**config.mk**
```make
export PLATFORM = sky130hd
export DESIGN_NAME = fwd_unit
export DESIGN_NICKNAME = d
export VERILOG_FILES = /design/src/rtl/fwd_pkg.sv /design/src/rtl/fwd_match.sv /design/src/rtl/fwd_pick.sv /design/src/rtl/fwd_mux.sv /design/src/rtl/fwd_unit.sv
export SDC_FILE = /design/constraint.sdc
export NUM_CORES = 1
export LEC_CHECK = 0
export BUFFER_PORTS_ARGS = -buffer_cell sky130_fd_sc_hd__buf_2
export CAP_MARGIN = 10
export CORE_AREA = 8 8 152 154
export DETAILED_ROUTE_END_ITERATION = 7
export DIE_AREA = 0 0 160 162
export SYNTH_ARGS = -nofsm -noshare
export SYNTH_HDL_FRONTEND = slang
export SYNTH_HIERARCHICAL = 1
export SYNTH_SLANG_ARGS = --single-unit
```
**constraint.sdc**
```tcl
create_clock -name vclk -period 7.5
set_input_delay 1.5 -clock vclk [all_inputs]
set_output_delay 1.5 -clock vclk [all_outputs]
set_load 0.005 [all_outputs]
```
**src/rtl/fwd_pkg.sv**
```systemverilog
package fwd_pkg;

   localparam int unsigned SEL_W = 2;

   typedef enum logic [SEL_W-1:0] {
      FWD_RF  = 2'd0,
      FWD_WB  = 2'd1,
      FWD_MEM = 2'd2
   } fwd_sel_e;

endpackage

```
**src/rtl/fwd_match.sv**
```systemverilog
module fwd_match #(
   parameter int unsigned REG_AW     = 5,
   parameter bit          ZERO_GUARD = 1'b1
) (
   input  logic [REG_AW-1:0] src_i,
   input  logic [REG_AW-1:0] dst_i,
   input  logic              wen_i,
   output logic              hit_o
);

   logic same;
   assign same = (src_i == dst_i);

   generate
      if (ZERO_GUARD) begin : g_guard
         // register 0 is hard-wired, so it never takes a forwarded value
         assign hit_o = wen_i & same & (|src_i);
      end else begin : g_plain
         assign hit_o = wen_i & same;
      end
   endgenerate

endmodule

```
**src/rtl/fwd_pick.sv**
```systemverilog
module fwd_pick
   import fwd_pkg::*;
(
   input  logic     mem_hit_i,
   input  logic     wb_hit_i,
   output fwd_sel_e sel_o
);

   always_comb begin
      if (mem_hit_i)     sel_o = FWD_MEM;   // nearer producer first
      else if (wb_hit_i) sel_o = FWD_WB;
      else               sel_o = FWD_RF;
   end

endmodule

```
**src/rtl/fwd_mux.sv**
```systemverilog
module fwd_mux
   import fwd_pkg::*;
#(
   parameter int unsigned XLEN = 64
) (
   input  fwd_sel_e          sel_i,
   input  logic [XLEN-1:0]   rf_i,
   input  logic [XLEN-1:0]   mem_i,
   input  logic [XLEN-1:0]   wb_i,
   output logic [XLEN-1:0]   out_o
);

   always_comb begin
      unique case (sel_i)
         FWD_MEM: out_o = mem_i;
         FWD_WB:  out_o = wb_i;
         default: out_o = rf_i;
      endcase
   end

endmodule

```
**src/rtl/fwd_unit.sv**
```systemverilog
module fwd_unit
   import fwd_pkg::*;
#(
   parameter int unsigned NUM_SRC    = 2,
   parameter int unsigned REG_AW     = 5,
   parameter int unsigned XLEN       = 64,
   parameter bit          ZERO_GUARD = 1'b1
) (
   input  logic [NUM_SRC*REG_AW-1:0] ex_src_i,
   input  logic [NUM_SRC*XLEN-1:0]   ex_rfval_i,
   input  logic [REG_AW-1:0]         mem_dst_i,
   input  logic                      mem_wen_i,
   input  logic [XLEN-1:0]           mem_alu_i,
   input  logic [REG_AW-1:0]         wb_dst_i,
   input  logic                      wb_wen_i,
   input  logic [XLEN-1:0]           wb_data_i,
   output logic [NUM_SRC*SEL_W-1:0]  fwd_sel_o,
   output logic [NUM_SRC*XLEN-1:0]   opnd_o
);

   localparam int unsigned SRC_BITS = NUM_SRC * REG_AW;

   generate
      if (NUM_SRC < 1)   begin : g_bad_src  $error("fwd_unit: NUM_SRC must be at least 1"); end
      if (REG_AW < 1)    begin : g_bad_aw   $error("fwd_unit: REG_AW must be at least 1"); end
      if (XLEN < 1)      begin : g_bad_xlen $error("fwd_unit: XLEN must be at least 1"); end
      if (SRC_BITS > 1024) begin : g_bad_sz $error("fwd_unit: source bus too wide"); end
   endgenerate

   for (genvar k = 0; k < NUM_SRC; k++) begin : g_op
      logic     mem_hit;
      logic     wb_hit;
      fwd_sel_e sel;

      fwd_match #(.REG_AW(REG_AW), .ZERO_GUARD(ZERO_GUARD)) u_mem_cmp (
         .src_i (ex_src_i[k*REG_AW +: REG_AW]),
         .dst_i (mem_dst_i),
         .wen_i (mem_wen_i),
         .hit_o (mem_hit)
      );

      fwd_match #(.REG_AW(REG_AW), .ZERO_GUARD(ZERO_GUARD)) u_wb_cmp (
         .src_i (ex_src_i[k*REG_AW +: REG_AW]),
         .dst_i (wb_dst_i),
         .wen_i (wb_wen_i),
         .hit_o (wb_hit)
      );

      fwd_pick u_pick (
         .mem_hit_i (mem_hit),
         .wb_hit_i  (wb_hit),
         .sel_o     (sel)
      );

      fwd_mux #(.XLEN(XLEN)) u_mux (
         .sel_i (sel),
         .rf_i  (ex_rfval_i[k*XLEN +: XLEN]),
         .mem_i (mem_alu_i),
         .wb_i  (wb_data_i),
         .out_o (opnd_o[k*XLEN +: XLEN])
      );

      assign fwd_sel_o[k*SEL_W +: SEL_W] = sel;
   end

endmodule

```
* After elaboration in Yosys (flattened, before gate mapping)
Cells that the tools add are included.
** Cells by class
- Equality and inequality tests :: 8
- Muxes and demuxes :: 6
- Bitwise logic cells :: 8
- Reductions and logical operators :: 2
** Operator list (number)
- one-hot mux 64 bit (2 select lines) :: 2
- equality test 5 bit :: 4
- OR reduction 5 bit :: 2
- bitwise AND 1 bit :: 8
- equality test 2 x 1 -> 1 bit (second input constant) :: 2
- equality test 2 bit (second input constant) :: 2
- two-way mux 2 bit :: 2
- two-way mux 1 bit :: 2
** Storage, ports and cells
- Register bits after elaboration :: 0
- Bits of input ports :: 278
- Output and inout bits :: 132
- Logic and storage cells :: 24

* Longest topological paths before layout
- Depth after elaboration :: 7
- Mapped depth :: 10
- Mapped depth without buffers :: 8

* Modules after synthesis
The synthesis kept the hierarchy.
** By module, submodules not included
- fwd_mux :: instances 2, cells each 224, area an instance 1895.6 µm², sequential area each 0.0 µm²
- fwd_match :: instances 4, cells each 10, area an instance 70.1 µm², sequential area each 0.0 µm²
- fwd_pick :: instances 2, cells each 2, area an instance 21.3 µm², sequential area each 0.0 µm²

* Worst setup path after synthesis
Ideal clock, no wire load.
- Kind :: input -> output
- Start :: in mem_dst_i[0]
- End :: out opnd_o[100]
- Arrival :: 2.991 ns
- Required time :: 6.000 ns
- Setup slack :: 3.009 ns
- Stages on the path :: 9
- Path buffers :: 2
- Path through :: nor4_1 o21ai_0 and4_1 nor2b_4 inv_1 ha_1 buf_4 buf_4 o21ai_2
** Between the ends
- Cells in the longest elaborated chain, start to end :: 6
- Elaborated cells on any way between the ends :: 7
- Classes of those cells :: 3 x eq/ne; 2 x mux; 2 x bitwise
** Ends and longest elaborated chain
- start: declaration :: RTL line fwd_unit.sv:11 : input logic [REG_AW-1:0] mem_dst_i,
- equality test 5 bit (*) :: RTL line fwd_match.sv:12 : assign same = (src_i == dst_i);
- bitwise AND 1 bit (*) (2 in a row) :: RTL line fwd_match.sv:17 : assign hit_o = wen_i & same & (|src_i);
- named net g_op[1].mem_hit :: RTL line fwd_unit.sv:31 : logic mem_hit;
- two-way mux 2 bit (*) :: RTL line fwd_pick.sv:10 : if (mem_hit_i) sel_o = FWD_MEM;
- named net fwd_sel_o[2] :: RTL line fwd_unit.sv:17 : output logic [NUM_SRC*SEL_W-1:0] fwd_sel_o,
- equality test 2 x 1 -> 1 bit / equality test 2 bit (equally long branches) :: RTL line fwd_mux.sv:14 : unique case (sel_i)
- one-hot mux 64 bit (2 select lines) (*) :: RTL line fwd_mux.sv:14
- end: declaration :: RTL line fwd_unit.sv:18 : output logic [NUM_SRC*XLEN-1:0] opnd_o
Mark *: on every way through the listed nets, which the timed path passes. The rest lies on a longest branch.

* Final worst setup path
- Start :: in mem_dst_i[0]
- End :: out opnd_o[103]
** Between the ends
- Cells in the longest elaborated chain, start to end :: 6
- Elaborated cells on any way between the ends :: 7
- Classes of those cells :: 3 x eq/ne; 2 x mux; 2 x bitwise
** Ends and longest elaborated chain (RTL line)
- equality test 5 bit (*) :: fwd_match.sv:12
- bitwise AND 1 bit (*) (2 in a row) :: fwd_match.sv:17
- two-way mux 2 bit (*) :: fwd_pick.sv:10
- equality test 2 x 1 -> 1 bit / equality test 2 bit (equally long branches) :: fwd_mux.sv:14
- one-hot mux 64 bit (2 select lines) (*) :: fwd_mux.sv:14
Every way passes the cells marked *; elsewhere a longest branch is shown, timed or not.

==> results.sh <==
export IMPL_hold_viol_final=0
export IMPL_dieArea_mm2=0.0259
export IMPL_peakVddDrop_v=0.0000213
export IMPL_ant_nets=0
export IMPL_endpoint_kind="output pin"
export IMPL_hp_class="input port to output pin"
export IMPL_io_pins=410
export IMPL_grt_util_all_layers=0.135
export IMPL_grt_pass1_wl_mm=29.5
export IMPL_drt_total_wl_mm=19.5
export IMPL_fmax_ghz=0.178
export IMPL_drt_initial_drc_count=282
export IMPL_yosysWarnings=6
export IMPL_p_leak_nw=2.70
export IMPL_maxSlewViolCount=0
export IMPL_netlist_area_mm2=0.00411
export IMPL_fin_nets=1139
export IMPL_max_cap_violations=0
export IMPL_grt_antenna_before_repair=0
export IMPL_core_area_mm2=0.0207
export IMPL_worstSetupStartpointType="input port"
export IMPL_crit_end="opnd_o[103]"
export IMPL_outcome="complete, no violations"
export IMPL_layout_common_cells="buf_2, nand2_1, a22oi_2, o21ai_2, xor2_1"
export IMPL_nFlopsAndLatches=0
export IMPL_start_util=0.199
export IMPL_syn_area_per_cell_um2=8.36
export IMPL_grt_start_max_net_pins=65
export IMPL_required_ns=6.00
export IMPL_drive_gt1_frac=0.780
export IMPL_worst_slew_pin_slew_ns=0.861
export IMPL_layout_commonest_cell="buf_2"
export IMPL_avgViaCountPerCell=4.65
export IMPL_max_slew_margin=0.426
export IMPL_hold_buffers=0
export IMPL_p_per_area_mw_per_mm2=44.6
export IMPL_dr_pass1_iters=5
export IMPL_power_mw=0.270
export IMPL_synth_compound_area_share=0.650
export IMPL_ys_seq_area_frac=0
export IMPL_crit_path_start="mem_dst_i[0]"
export IMPL_synthCells=492
export IMPL_overflow=0
export IMPL_synth_xor_area_share=0.0341
export IMPL_synth_fa_ha_area_frac=0.0122
export IMPL_synth_mux_area_frac=0
export IMPL_area_delta_synth_final_pct=47.3
export IMPL_setup_tns_ns=0
export IMPL_seqCellArea_um2=0
export IMPL_num_rows=53
export IMPL_post_cts_resized=0
export IMPL_fin_crit_sh=0.749
export IMPL_yosys_area_share_simple=0.153
export IMPL_wl_per_cell_um=17.2
export IMPL_place_congestion=0.848
export IMPL_chipHeight_um=162
export IMPL_vias=5250
export IMPL_io_buffers=410
export IMPL_instances_no_fill=1130
export IMPL_crit_type="input port to output pin"
export IMPL_cts_setup_buffers=0
export IMPL_grt_pass1_vias=5497
export IMPL_dp_hpwl_mm=16.4
export IMPL_arrival_ns=4.12
export IMPL_synth_top_family_by_area="compound AO/OA/AOI/OAI gates"
export IMPL_synthesis_nets=774
export IMPL_dp_cells=1130
export IMPL_die_x_um=160
export IMPL_rsz0062_at_grt="no"
export IMPL_crit_fanout=44
export IMPL_synth_cell_types=19
export IMPL_nClkBuffers=0
export IMPL_period_needed_ns=5.62
export IMPL_drc=0
export IMPL_setup_viol=0
export IMPL_diodes=0
-- worst min-delay path by stage --
stage	start	to	slack (ns)	cells past startpoint
final	ex_rfval_i[12]	opnd_o[12]	3.27	4
after global routing	ex_rfval_i[33]	opnd_o[33]	3.28	4
after CTS	ex_rfval_i[12]	opnd_o[12]	3.27	4
after detailed placement	ex_rfval_i[12]	opnd_o[12]	3.27	4
after global placement	ex_rfval_i[28]	opnd_o[28]	3.27	4
after floorplan	ex_rfval_i[124]	opnd_o[124]	3.09	2
-- through the flow --
stage	util	cell area, µm²	hold WS [ns]	setup slack (ns)
after detailed placement	0.293	6060	3.27	1.86
after CTS	0.293	6060	3.27	1.85
final	0.293	6060	3.27	1.88
after global placement	0.293	6060	3.27	1.84
after floorplan	-	4110	3.09	3.01
after global routing	0.293	6060	3.28	1.71
-- logic make-up after synthesis --
logic type      after synthesis
fa+ha+maj                     4
simple gates                150
compound gates              260
buf+inv                      62
xor+xnor                     16
-- critical path, stage by stage --
cell     delay, ns
buf_2         0.13
nor4_1        0.29
o21ai_0       0.12
and4_1        0.27
nor2b_4       0.18
ha_4          0.65
buf_4         0.47
a22oi_2       0.18
o21ai_2       0.15
buf_2         0.12
-- cell type report --
type | count | area [µm²]
fillers | 2259 | 14600
inverters | 4 | 15.0
multi-input cells | 430 | 3540
well taps | 275 | 344
repair buffers | 421 | 2160
-- synth_stat cells --
cell type	number	area, µm²
inv_1	4	15.0
xnor2_1	4	35.0
nand2_1	132	495
a22oi_2	120	1500
nor3_1	4	20.0
o21ai_1	6	30.0
o21ai_2	120	1050
buf_12	12	240
buf_4	20	150
nor4_1	4	25.0
ha_1	4	50.1
xor2_1	12	105
nor2b_4	2	27.5
a22oi_1	8	60.1
buf_6	14	158
and4_1	4	35.0
or2_1	4	25.0
o21ai_0	6	30.0
buf_2	12	60.1
-- power breakdown --
group	internal [mW]	total, mW	switching (mW)
sequential	0	0	0
clock	0	0	0
combinational	0.131	0.270	0.140
-- metal layers --
metal / track usage / up-vias / routed length [µm]
met4: 0.0289 / 0 / 431
met1: 0.150 / 2366 / 7410
li1: - / 2609 / -
met5: 0 / - / 0
met3: 0.0372 / 28 / 1610
met2: 0.253 / 247 / 10000
Note: power is estimated with default switching activity, not from simulation.
